`config.mk`:
```
export PLATFORM = sky130hd
export DESIGN_NAME = bg_pixel_pipe
export DESIGN_NICKNAME = d
export VERILOG_FILES = /design/src/rtl/bg_pipe_pkg.sv /design/src/rtl/bg_timing_ctrl.sv /design/src/rtl/bg_shift_bank.sv /design/src/rtl/bg_pixel_stage.sv /design/src/rtl/bg_pixel_pipe.sv
export SDC_FILE = /design/constraint.sdc
export NUM_CORES = 1
export LEC_CHECK = 0
export ABC_CLOCK_PERIOD_IN_PS = 2500
export BUFFER_PORTS_ARGS = -buffer_cell sky130_fd_sc_hd__clkbuf_2
export CORE_MARGIN = 2
export CORE_UTILIZATION = 59
export CTS_BUF_LIST = sky130_fd_sc_hd__clkbuf_8
export CTS_CLUSTER_SIZE = 24
export DETAILED_ROUTE_END_ITERATION = 12
export PLACE_DENSITY = 0.83
export SLEW_MARGIN = 15
export SYNTH_ARGS = -nofsm -noshare
export SYNTH_HDL_FRONTEND = slang
export SYNTH_HIERARCHICAL = 1
export SYNTH_SLANG_ARGS = --single-unit
```
`constraint.sdc`:
```
create_clock -name clk -period 2.5 [get_ports clk]
set_clock_uncertainty 0.15 [all_clocks]
set_input_delay 0.25 -clock clk [delete_from_list [all_inputs] [get_ports clk]]
set_output_delay 0.25 -clock clk [all_outputs]
set_load 0.05 [all_outputs]
```
`src/rtl/bg_pipe_pkg.sv`:
```
package bg_pipe_pkg;
  // Width of the background colour index: two attribute bits, two plane bits.
  localparam int PIX_W = 4;
  // Number of bit-planes and attribute planes carried per tile.
  localparam int PLANES = 2;

  typedef logic [PIX_W-1:0] bg_pix_t;
endpackage

```
`src/rtl/bg_timing_ctrl.sv`:
```
// Decodes the scanline/cycle position into per-cycle enables for the
// shift bank and the pixel stage.
module bg_timing_ctrl #(
  parameter int CYC_W       = 9,
  parameter int LINE_W      = 10,
  parameter int TILE_W      = 8,
  parameter int VIS_LINES   = 240,
  parameter int FIRST_SHIFT = 2,
  parameter int LAST_SHIFT  = 256
) (
  input  logic                     render_en,
  input  logic signed [LINE_W-1:0] line_num,
  input  logic [CYC_W-1:0]         cyc_num,
  output logic                     prime_en,
  output logic                     shift_en,
  output logic                     reload_en,
  output logic                     sel_en,
  output logic                     img_start
);
  localparam int TSEL_W       = $clog2(TILE_W);
  localparam int FIRST_RELOAD = FIRST_SHIFT + TILE_W - 1;
  localparam int LAST_RELOAD  = LAST_SHIFT - TILE_W + 1;
  localparam int LAST_SEL     = LAST_SHIFT + 1;
  localparam logic [TSEL_W-1:0] RELOAD_PHASE = TSEL_W'(FIRST_RELOAD % TILE_W);

  logic              line_go;
  logic              line_vis;
  logic [LINE_W-1:0] line_u;
  logic              in_shift_win;
  logic              in_reload_win;
  logic              in_sel_win;

  always_comb begin
    line_u        = line_num;
    line_go       = render_en && !line_num[LINE_W-1];
    line_vis      = line_go && (line_u < LINE_W'(VIS_LINES));
    in_shift_win  = (cyc_num >= CYC_W'(FIRST_SHIFT)) && (cyc_num <= CYC_W'(LAST_SHIFT));
    in_reload_win = (cyc_num >= CYC_W'(FIRST_RELOAD)) && (cyc_num <= CYC_W'(LAST_RELOAD))
                    && (cyc_num[TSEL_W-1:0] == RELOAD_PHASE);
    in_sel_win    = (cyc_num >= CYC_W'(FIRST_SHIFT)) && (cyc_num <= CYC_W'(LAST_SEL));

    prime_en  = line_go && (cyc_num < CYC_W'(FIRST_SHIFT));
    shift_en  = line_go && in_shift_win;
    reload_en = line_go && in_reload_win;
    sel_en    = line_vis && in_sel_win;
    img_start = line_vis && (cyc_num == CYC_W'(FIRST_SHIFT));
  end
endmodule

```
`src/rtl/bg_shift_bank.sv`:
```
// Two 2-tile pattern shifters and two attribute shifters fed from a latch.
module bg_shift_bank
  import bg_pipe_pkg::*;
#(
  parameter int TILE_W = 8,
  localparam int PAT_W = 2 * TILE_W
) (
  input  logic                          clk,
  input  logic                          rst_n,
  input  logic                          prime_en,
  input  logic                          shift_en,
  input  logic                          reload_en,
  input  logic [PLANES-1:0][TILE_W-1:0] plane_in,
  input  logic [PLANES-1:0]             attr_in,
  output logic [PLANES-1:0][PAT_W-1:0]  pat_q,
  output logic [PLANES-1:0][TILE_W-1:0] attr_q
);
  for (genvar p = 0; p < PLANES; p++) begin : g_plane
    logic [PAT_W-1:0]  pat_r, pat_d;
    logic [TILE_W-1:0] atr_r, atr_d;
    logic              lat_r, lat_d;
    logic              pat_ce, atr_ce, lat_ce;

    always_comb begin
      pat_ce = prime_en || shift_en || reload_en;
      pat_d  = pat_r;
      if (prime_en) begin
        // A prime step moves the pending tile up and takes a new one below.
        pat_d = {pat_r[TILE_W-1:0], plane_in[p]};
      end else begin
        if (shift_en)  pat_d = {pat_r[PAT_W-2:0], 1'b0};
        if (reload_en) pat_d[TILE_W-1:0] = plane_in[p];
      end
    end

    always_comb begin
      atr_ce = prime_en || shift_en;
      atr_d  = atr_r;
      if (prime_en)      atr_d = {TILE_W{lat_r}};
      else if (shift_en) atr_d = {atr_r[TILE_W-2:0], lat_r};
    end

    always_comb begin
      lat_ce = prime_en || reload_en;
      lat_d  = attr_in[p];
    end

    always_ff @(posedge clk or negedge rst_n) begin
      if (!rst_n) begin
        pat_r <= '0;
        atr_r <= '0;
        lat_r <= 1'b0;
      end else begin
        if (pat_ce) pat_r <= pat_d;
        if (atr_ce) atr_r <= atr_d;
        if (lat_ce) lat_r <= lat_d;
      end
    end

    assign pat_q[p]  = pat_r;
    assign attr_q[p] = atr_r;
  end
endmodule

```
`src/rtl/bg_pixel_stage.sv`:
```
// Fine-scroll bit selection followed by a fixed-depth output pipeline.
module bg_pixel_stage
  import bg_pipe_pkg::*;
#(
  parameter int TILE_W     = 8,
  parameter int PIPE_DEPTH = 2,
  localparam int PAT_W = 2 * TILE_W,
  localparam int FX_W  = $clog2(TILE_W)
) (
  input  logic                          clk,
  input  logic                          rst_n,
  input  logic                          sel_en,
  input  logic [FX_W-1:0]               fine_x,
  input  logic [PLANES-1:0][PAT_W-1:0]  pat_q,
  input  logic [PLANES-1:0][TILE_W-1:0] attr_q,
  output bg_pix_t                       pix_idx,
  output logic                          pix_valid
);
  localparam int PIDX_W = $clog2(PAT_W);
  localparam int AIDX_W = $clog2(TILE_W);

  logic [PIDX_W-1:0] pat_pos;
  logic [AIDX_W-1:0] atr_pos;
  bg_pix_t           sel_pix;
  bg_pix_t           pix_r [PIPE_DEPTH];
  logic              vld_r [PIPE_DEPTH];

  always_comb begin
    pat_pos = PIDX_W'(PAT_W - 1) - PIDX_W'(fine_x);
    atr_pos = AIDX_W'(TILE_W - 1) - AIDX_W'(fine_x);
    sel_pix = '0;
    if (sel_en) begin
      sel_pix = {attr_q[1][atr_pos], attr_q[0][atr_pos], pat_q[1][pat_pos], pat_q[0][pat_pos]};
    end
  end

  always_ff @(posedge clk or negedge rst_n) begin
    if (!rst_n) begin
      for (int s = 0; s < PIPE_DEPTH; s++) begin
        pix_r[s] <= '0;
        vld_r[s] <= 1'b0;
      end
    end else begin
      pix_r[0] <= sel_pix;
      vld_r[0] <= sel_en;
      for (int s = 1; s < PIPE_DEPTH; s++) begin
        pix_r[s] <= pix_r[s-1];
        vld_r[s] <= vld_r[s-1];
      end
    end
  end

  assign pix_idx   = pix_r[PIPE_DEPTH-1];
  assign pix_valid = vld_r[PIPE_DEPTH-1];
endmodule

```
`src/rtl/bg_pixel_pipe.sv`:
```
// Top level of the background pixel path.
module bg_pixel_pipe
  import bg_pipe_pkg::*;
#(
  parameter int CYC_W       = 9,
  parameter int LINE_W      = 10,
  parameter int TILE_W      = 8,
  parameter int VIS_LINES   = 240,
  parameter int FIRST_SHIFT = 2,
  parameter int LAST_SHIFT  = 256,
  parameter int PIPE_DEPTH  = 2,
  localparam int FX_W  = $clog2(TILE_W)
) (
  input  logic                     clk,
  input  logic                     rst_n,
  input  logic                     render_en,
  input  logic signed [LINE_W-1:0] line_num,
  input  logic [CYC_W-1:0]         cyc_num,
  input  logic [FX_W-1:0]          fine_x,
  input  logic [TILE_W-1:0]        tile_lo,
  input  logic [TILE_W-1:0]        tile_hi,
  input  logic [1:0]               tile_attr,
  output logic                     img_start,
  output logic                     pix_valid,
  output logic [PIX_W-1:0]         pix_idx
);
  localparam int PAT_W = 2 * TILE_W;

  logic                          rst_meta_n;
  logic                          rst_sync_n;
  logic                          prime_en;
  logic                          shift_en;
  logic                          reload_en;
  logic                          sel_en;
  logic [PLANES-1:0][TILE_W-1:0] plane_in;
  logic [PLANES-1:0][PAT_W-1:0]  pat_q;
  logic [PLANES-1:0][TILE_W-1:0] attr_q;
  bg_pix_t                       pix_out;

  // Reset: asserted asynchronously, released on the clock.
  always_ff @(posedge clk or negedge rst_n) begin
    if (!rst_n) begin
      rst_meta_n <= 1'b0;
      rst_sync_n <= 1'b0;
    end else begin
      rst_meta_n <= 1'b1;
      rst_sync_n <= rst_meta_n;
    end
  end

  assign plane_in = {tile_hi, tile_lo};

  bg_timing_ctrl #(
    .CYC_W(CYC_W), .LINE_W(LINE_W), .TILE_W(TILE_W), .VIS_LINES(VIS_LINES),
    .FIRST_SHIFT(FIRST_SHIFT), .LAST_SHIFT(LAST_SHIFT)
  ) u_timing (
    .render_en(render_en), .line_num(line_num), .cyc_num(cyc_num),
    .prime_en(prime_en), .shift_en(shift_en), .reload_en(reload_en),
    .sel_en(sel_en), .img_start(img_start)
  );

  bg_shift_bank #(.TILE_W(TILE_W)) u_bank (
    .clk(clk), .rst_n(rst_sync_n), .prime_en(prime_en), .shift_en(shift_en),
    .reload_en(reload_en), .plane_in(plane_in), .attr_in(tile_attr),
    .pat_q(pat_q), .attr_q(attr_q)
  );

  bg_pixel_stage #(.TILE_W(TILE_W), .PIPE_DEPTH(PIPE_DEPTH)) u_stage (
    .clk(clk), .rst_n(rst_sync_n), .sel_en(sel_en), .fine_x(fine_x),
    .pat_q(pat_q), .attr_q(attr_q), .pix_idx(pix_out), .pix_valid(pix_valid)
  );

  assign pix_idx = pix_out;
endmodule

```
### Word-level counts from Yosys, hierarchy flattened

Index checks and enable logic that the tools add are counted.

| storage, ports and cells | value |
|---|---|
| bits in read-only memories | 0 |
| bits of input ports | 43 |
| memory bits (writable) | 0 |
| memories kept | 0 |
| latch bits | 0 |
| register bits | 62 |
| output and inout port bits | 6 |
| logic and storage cells | 66 |

| operators by class | value |
|---|---|
| shifts and indexed selects | 0 |
| reductions and logical operators | 20 |
| div/mod/pow operators | 0 |
| magnitude comparators | 9 |
| mux-type cells | 19 |
| $mul | 0 |
| equality and inequality tests | 2 |
| $add $sub $neg | 2 |
| bitwise gates (word level) | 0 |

Operator list:

| operator | count |
|---|---|
| 16-bit 2-to-1 mux | 4 |
| 8-bit 2-to-1 mux | 6 |
| 9-bit <= comparator (second input constant) | 2 |
| 1-bit logical AND | 11 |
| 10-bit by 8-bit < comparator with 1-bit output (second input constant) | 1 |
| 9-bit by 2-bit == test with 1-bit output (second input constant) | 1 |
| 9-bit by 2-bit greater-or-equal comparator with 1-bit output (second input constant) | 1 |
| 9-bit by 4-bit greater-or-equal comparator with 1-bit output (second input constant) | 1 |
| 9-bit by 8-bit <= comparator with 1-bit output (second input constant) | 1 |
| 9-bit by 2-bit < comparator with 1-bit output (second input constant) | 1 |
| 1-bit binary-select mux with 4-bit select | 2 |
| 1-bit binary-select mux with 3-bit select | 2 |
| 2-bit AND reduction | 3 |
| 4-bit by 5-bit < comparator with 1-bit output (second input constant) | 1 |
| 3-bit by 4-bit < comparator with 1-bit output (second input constant) | 1 |
| 1-bit 2-to-1 mux | 4 |
| 4-bit 2-to-1 mux | 1 |
| 4-bit by 3-bit subtractor with 4-bit output (first input constant) | 1 |
| 3-bit by 1-bit == test with 1-bit output (second input constant) | 1 |
| 1-bit logical OR | 3 |
| 3-bit nonzero test | 1 |
| 3-bit subtractor (first input constant) | 1 |
| 2-bit nonzero test | 1 |
| 1-bit zero test | 1 |

### Logic depth before layout (Yosys ltp)

| logic depth | value |
|---|---|
| word-level depth | 6 |
| mapped depth | 8 |
| gate-level depth less buffers | 5 |

### Modules after synthesis

The synthesis kept the hierarchy.

Modules (own cells, without submodules):

| module | cells each | seq. area each (µm²) | instances | area an instance (µm²) |
|---|---|---|---|---|
| bg_shift_bank | 195 | 1251.2 | 1 | 2374.8 |
| bg_pixel_stage | 34 | 250.2 | 1 | 546.8 |
| bg_timing_ctrl | 19 | 0.0 | 1 | 143.9 |
| bg_pixel_pipe | 3 | 50.0 | 1 | 53.8 |

### Worst setup path before layout

OpenSTA, ideal clock, no wires.

| path | value |
|---|---|
| path kind | input to register |
| from | input cyc_num[7] |
| to | register u_bank.g_plane[0].atr_r[1] |
| path slack | 0.608 ns |
| stages | 6 |
| arrival | 1.617 ns |
| setup time | 0.125 ns |
| path buffers | 1 |
| required time | 2.225 ns |
| path through | nor4_4 nand4b_1 a21oi_1 buf_2 mux2_2 mux2_2 |

| on the way | value |
|---|---|
| word-level cells in the longest chain between the ends | 5 |
| elaborated cells on any way between the ends | 10 |
| classes of those cells | 3 x order compare; 1 x mux; 6 x reduce/logical |

RTL lines:

| element | RTL line | RTL |
|---|---|---|
| start: declaration | bg_pixel_pipe.sv:18 | `input logic [CYC_W-1:0] cyc_num,` |
| 9-bit by 2-bit greater-or-equal comparator with 1-bit output or 9-bit <= comparator (tied branches) | bg_timing_ctrl.sv:37 | `in_shift_win = (cyc_num >= CYC_W'(FIRST_SHIFT)) && (cyc_num <= CYC_W'(LAST_SHIFT));` |
| 1-bit logical AND * | bg_timing_ctrl.sv:37 |  |
| 1-bit logical AND * | bg_timing_ctrl.sv:43 | `shift_en = line_go && in_shift_win;` |
| via shift_en | bg_pixel_pipe.sv:32 | `logic shift_en;` |
| 2-bit nonzero test (no source line) or 1-bit logical OR (tied branches) | -- |  |
| 2-bit AND reduction (no source line) * | -- |  |
| end signal: assignment | bg_shift_bank.sv:55 | `if (atr_ce) atr_r <= atr_d;` |
| end: declaration | bg_shift_bank.sv:20 | `logic [TILE_W-1:0] atr_r, atr_d;` |

Mark *: on every way through the listed nets, which the timed path passes. The rest lies on a longest branch.
A chain may end at the register's enable or synchronous reset.

### Worst setup path after layout

| path | value |
|---|---|
| from | input cyc_num[7] |
| to | register u_bank.g_plane[1].pat_r[6] |

| on the way | value |
|---|---|
| word-level cells in the longest chain between the ends | 6 |
| elaborated cells on any way between the ends | 17 |
| classes of those cells | 5 x order compare; 2 x mux; 10 x reduce/logical |

RTL lines:

| element | RTL line | RTL |
|---|---|---|
| 9-bit by 2-bit greater-or-equal comparator with 1-bit output or 9-bit <= comparator (tied branches) | bg_timing_ctrl.sv:37 |  |
| 1-bit logical AND * | bg_timing_ctrl.sv:37 |  |
| 1-bit logical AND * | bg_timing_ctrl.sv:43 |  |
| via shift_en | bg_pixel_pipe.sv:32 |  |
| 1-bit logical OR (2 in series) | bg_shift_bank.sv:25 | `pat_ce = prime_en \|\| shift_en \|\| reload_en;` |
| 2-bit AND reduction (no source line) * | -- |  |
| end signal: assignment | bg_shift_bank.sv:54 | `if (pat_ce) pat_r <= pat_d;` |
| end: declaration | bg_shift_bank.sv:19 | `logic [PAT_W-1:0] pat_r, pat_d;` |

Marks and branches as above.

==> results.sh <==
export IMPL_io_buffers=44
export IMPL_syn_nets=294
export IMPL_grt_use_total_pct=21.2
export IMPL_slew_violations=0
export IMPL_critPathArrivalTime_ns=1.99
export IMPL_syn_area_per_cell_um2=12.4
export IMPL_p_per_area_nw_per_um2=748
export IMPL_async_reset_ff_share_pct=100
export IMPL_cts_tree="built"
export IMPL_drt_iter0_markers=138
export IMPL_yosysUniqueCellTypes=30
export IMPL_numCtsBuffers=9
export IMPL_cts_resized_gates=0
export IMPL_die_area_um2=5880
export IMPL_synth_warnings=6
export IMPL_num_antenna_cells=0
export IMPL_critical_path_class="primary input to register"
export IMPL_dieHeight_um=76.7
export IMPL_area_growth_pct=15.0
export IMPL_grt_remaining_overflow=0
export IMPL_critPathMaxStageDelay_ns=0.33
export IMPL_clkLatencyLatePin_ns=0.33
export IMPL_drc=0
export IMPL_synth_fa_ha_area_share_pct=0
export IMPL_muxShareOfSynthArea_pct=28.5
export IMPL_setup_tns_ns=0
export IMPL_synth_top_family_by_area="multiplexers"
export IMPL_fmax_mhz=515
export IMPL_ff2ff_setup_slack_ns=1.16
export IMPL_clock_tree_root_cell="clkbuf_8"
export IMPL_hold_violations=0
export IMPL_fp_dieW_um=76.7
export IMPL_cp_end_kind="register"
export IMPL_synth_area_um2=3120
export IMPL_num_io_pins=49
export IMPL_startpoint_type="primary input"
export IMPL_whs_endpoint="u_bank/g_plane[1].pat_r[0]$_DFFE_PN0P_"
export IMPL_critPathRequiredTime_ns=2.55
export IMPL_reg2reg_from="u_bank/g_plane[0].atr_r[4]$_DFFE_PN0P_"
export IMPL_dp_cells=351
export IMPL_hp_start="tile_hi[0]"
export IMPL_rsz0062_at_grt="false"
export IMPL_synth_compound_area_share_pct=9.47
export IMPL_post_cts_buffers=0
export IMPL_wl_per_cell_um=14.9
export IMPL_dr_pass1_iters=4
export IMPL_wirelength_mm=5.54
export IMPL_vias_per_cell=5.44
export IMPL_dr_total_vias=2019
export IMPL_finalSetupViolCount=0
export IMPL_syn_inst=251
export IMPL_yosys_area_share_simple_pct=7.18
export IMPL_stdcell_count=371
export IMPL_ys_seq_area_share_pct=49.7
export IMPL_relSlewSlack_pct=62.9
export IMPL_worst_slew_pin_slew_ns=0.556
export IMPL_r2r_cells=3
export IMPL_antenna_found_initial=0
export IMPL_holdWs_ns=0.0123
export IMPL_start_util_pct=61.1
export IMPL_cpMaxStageDelayCell="nor4_4"
export IMPL_synth_xor_area_share_pct=0
export IMPL_worstPathMaxFanout=31
export IMPL_ant_nets=0
export IMPL_drv_cap=0
export IMPL_synth_edff_count=0
export IMPL_ys_ff_latch=62
export IMPL_grt_pass1_vias=2105
export IMPL_hold_class="primary input to register"
export IMPL_path_clk_slew_ns=0.06
export IMPL_power_mw=2.68
export IMPL_grt_pass1_wl_mm=9.63
export IMPL_grt_max_degree=64
export IMPL_place_hpwl_mm=3.85
export IMPL_clk_path_buf_depth=2
export IMPL_drive_above_1_share_pct=40.2
export IMPL_core_um2=5110
export IMPL_synth_flop_cell="dfrtp_1"
export IMPL_h_tree_depth=3
export IMPL_utilization_pct=70.3
export IMPL_status="finished clean"
export IMPL_reg2reg_to="u_stage/pix_r[6]$_DFF_PN0_"
export IMPL_clock_sinks=62
export IMPL_std_cell_rows=26
export IMPL_min_period_over_period_pct=77.7
export IMPL_min_period_ns=1.94
export IMPL_crit_chain="clkbuf_2 > nor4_4 > nand4b_1 > a21oi_4 > buf_4 > buf_12 > mux2i_1 > o21ai_2"
export IMPL_nets=340
export IMPL_peakVddDrop_uv=383
export IMPL_hold_depth=3
export IMPL_gp_congestion=0.769
export IMPL_p_leak_nw=1.63
==> routing by layer <==
| layer | routed length, um | part of all wire, % | GRT usage (%) | up-vias |
|---|---|---|---|---|
| li1 | - | - | - | 991 |
| met1 | 2440 | 44 | 26.7 | 960 |
| met2 | 2740 | 50 | 34.8 | 55 |
| met3 | 214 | 3.9 | 4.71 | 13 |
| met4 | 143 | 2.6 | 10.2 | 0 |
| met5 | 0 | 0 | 0 | - |
==> cell usage after synthesis (all sizes together) (2+ instances only) <==
cell / instances / share of area, %
o21ai: 48 / 8.9
nor4: 2 / 0.88
nand2b: 3 / 0.84
buf: 17 / 4.3
nor3: 3 / 0.64
nor2: 7 / 0.84
a21oi: 2 / 0.32
mux2i: 34 / 11
clkbuf: 5 / 0.60
mux4: 8 / 5.8
dfrtp: 62 / 50
mux2: 32 / 12
nand2: 18 / 2.2
==> power by group <==
part / switching, mW / leakage, nW / internal (mW)
clock: 0.350 / 0.0957 / 0.366
combinational: 0.204 / 0.700 / 0.321
sequential: 0.199 / 0.831 / 1.24
total: 0.753 / 1.63 / 1.93
==> state kept, by name, summed over array words and instances, names as in the netlist <==
name and cells:
rst_meta_n 1, rst_sync_n 1, u_bank/g_plane.atr_r 16, u_bank/g_plane.lat_r 2, u_bank/g_plane.pat_r 32, u_stage/pix_idx 4
u_stage/pix_r 4, u_stage/pix_valid 1, u_stage/vld_r 1
==> cell usage in the layout, fill, tap and decap left out, types with 2 or more instances in the layout <==
cell,synthesis,routed
buf_12,0,2
buf_4,7,6
clkbuf_2,0,44
clkbuf_8,0,10
clkinv_2,0,2
dfrtp_1,62,61
dlygate4sd3_1,0,5
inv_1,1,4
mux2_2,30,30
mux2_4,2,2
mux2i_1,34,34
mux4_2,8,8
nand2_1,18,18
nand2b_1,2,2
nor2_1,7,7
nor3_1,2,2
o21ai_0,38,38
o21ai_2,10,10
==> worst max-delay path: cells and delay by family <==
kind                   cells  cell delay (ns)
muxes                      1             0.26
AOI/OAI and AO/OA          2             0.27
buffers and inverters      3             0.63
and+or+nand+nor            2             0.55
==> cell families after synthesis <==
kind of cell,count (synthesis)
multiplexers,74
buffers and inverters,23
AND/OR/NAND/NOR,40
flip-flops,62
AO/OA/AOI/OAI,51
other,1
==> metrics by stage <==
stage | setup WS (ns) | cell area [um^2]
after global routing | 0.436 | 3590
after floorplan | 0.496 | 3120
after CTS | 0.563 | 3590
after global placement | 0.328 | 3380
after detailed placement | 0.207 | 3380
final | 0.558 | 3590
==> repair_timing <==
item,in CTS,in global routing
endpoints found under the hold margin,6,0
hold buffers,5,0
setup endpoints to repair,0,0
==> worst max-delay path by stage <==
| stage | startpoint | endpoint |
|---|---|---|
| after detailed placement | cyc_num[7] | u_bank/g_plane[0].atr_r[6]$_DFFE_PN0P_ |
| after global placement | cyc_num[7] | u_bank/g_plane[1].atr_r[4]$_DFFE_PN0P_ |
| after CTS | cyc_num[7] | u_bank/g_plane[0].pat_r[8]$_DFFE_PN0P_ |
| final | cyc_num[7] | u_bank/g_plane[1].pat_r[6]$_DFFE_PN0P_ |
| after global routing | cyc_num[4] | u_bank/g_plane[1].pat_r[7]$_DFFE_PN0P_ |
| after floorplan | rst_sync_n$_DFF_PN0_ | u_bank/g_plane[0].atr_r[0]$_DFFE_PN0P_ |
==> area by class of cell <==
class	count	area, um^2
sequential	62	1550
fill	363	1520
multi-input combinational	166	1430
timing repair buffer	57	355
clock buffer	10	138
tap	70	87.6
clock inverter	5	21.3
inverter	1	3.75
No activity file was read; power rests on OpenSTA's default activity.
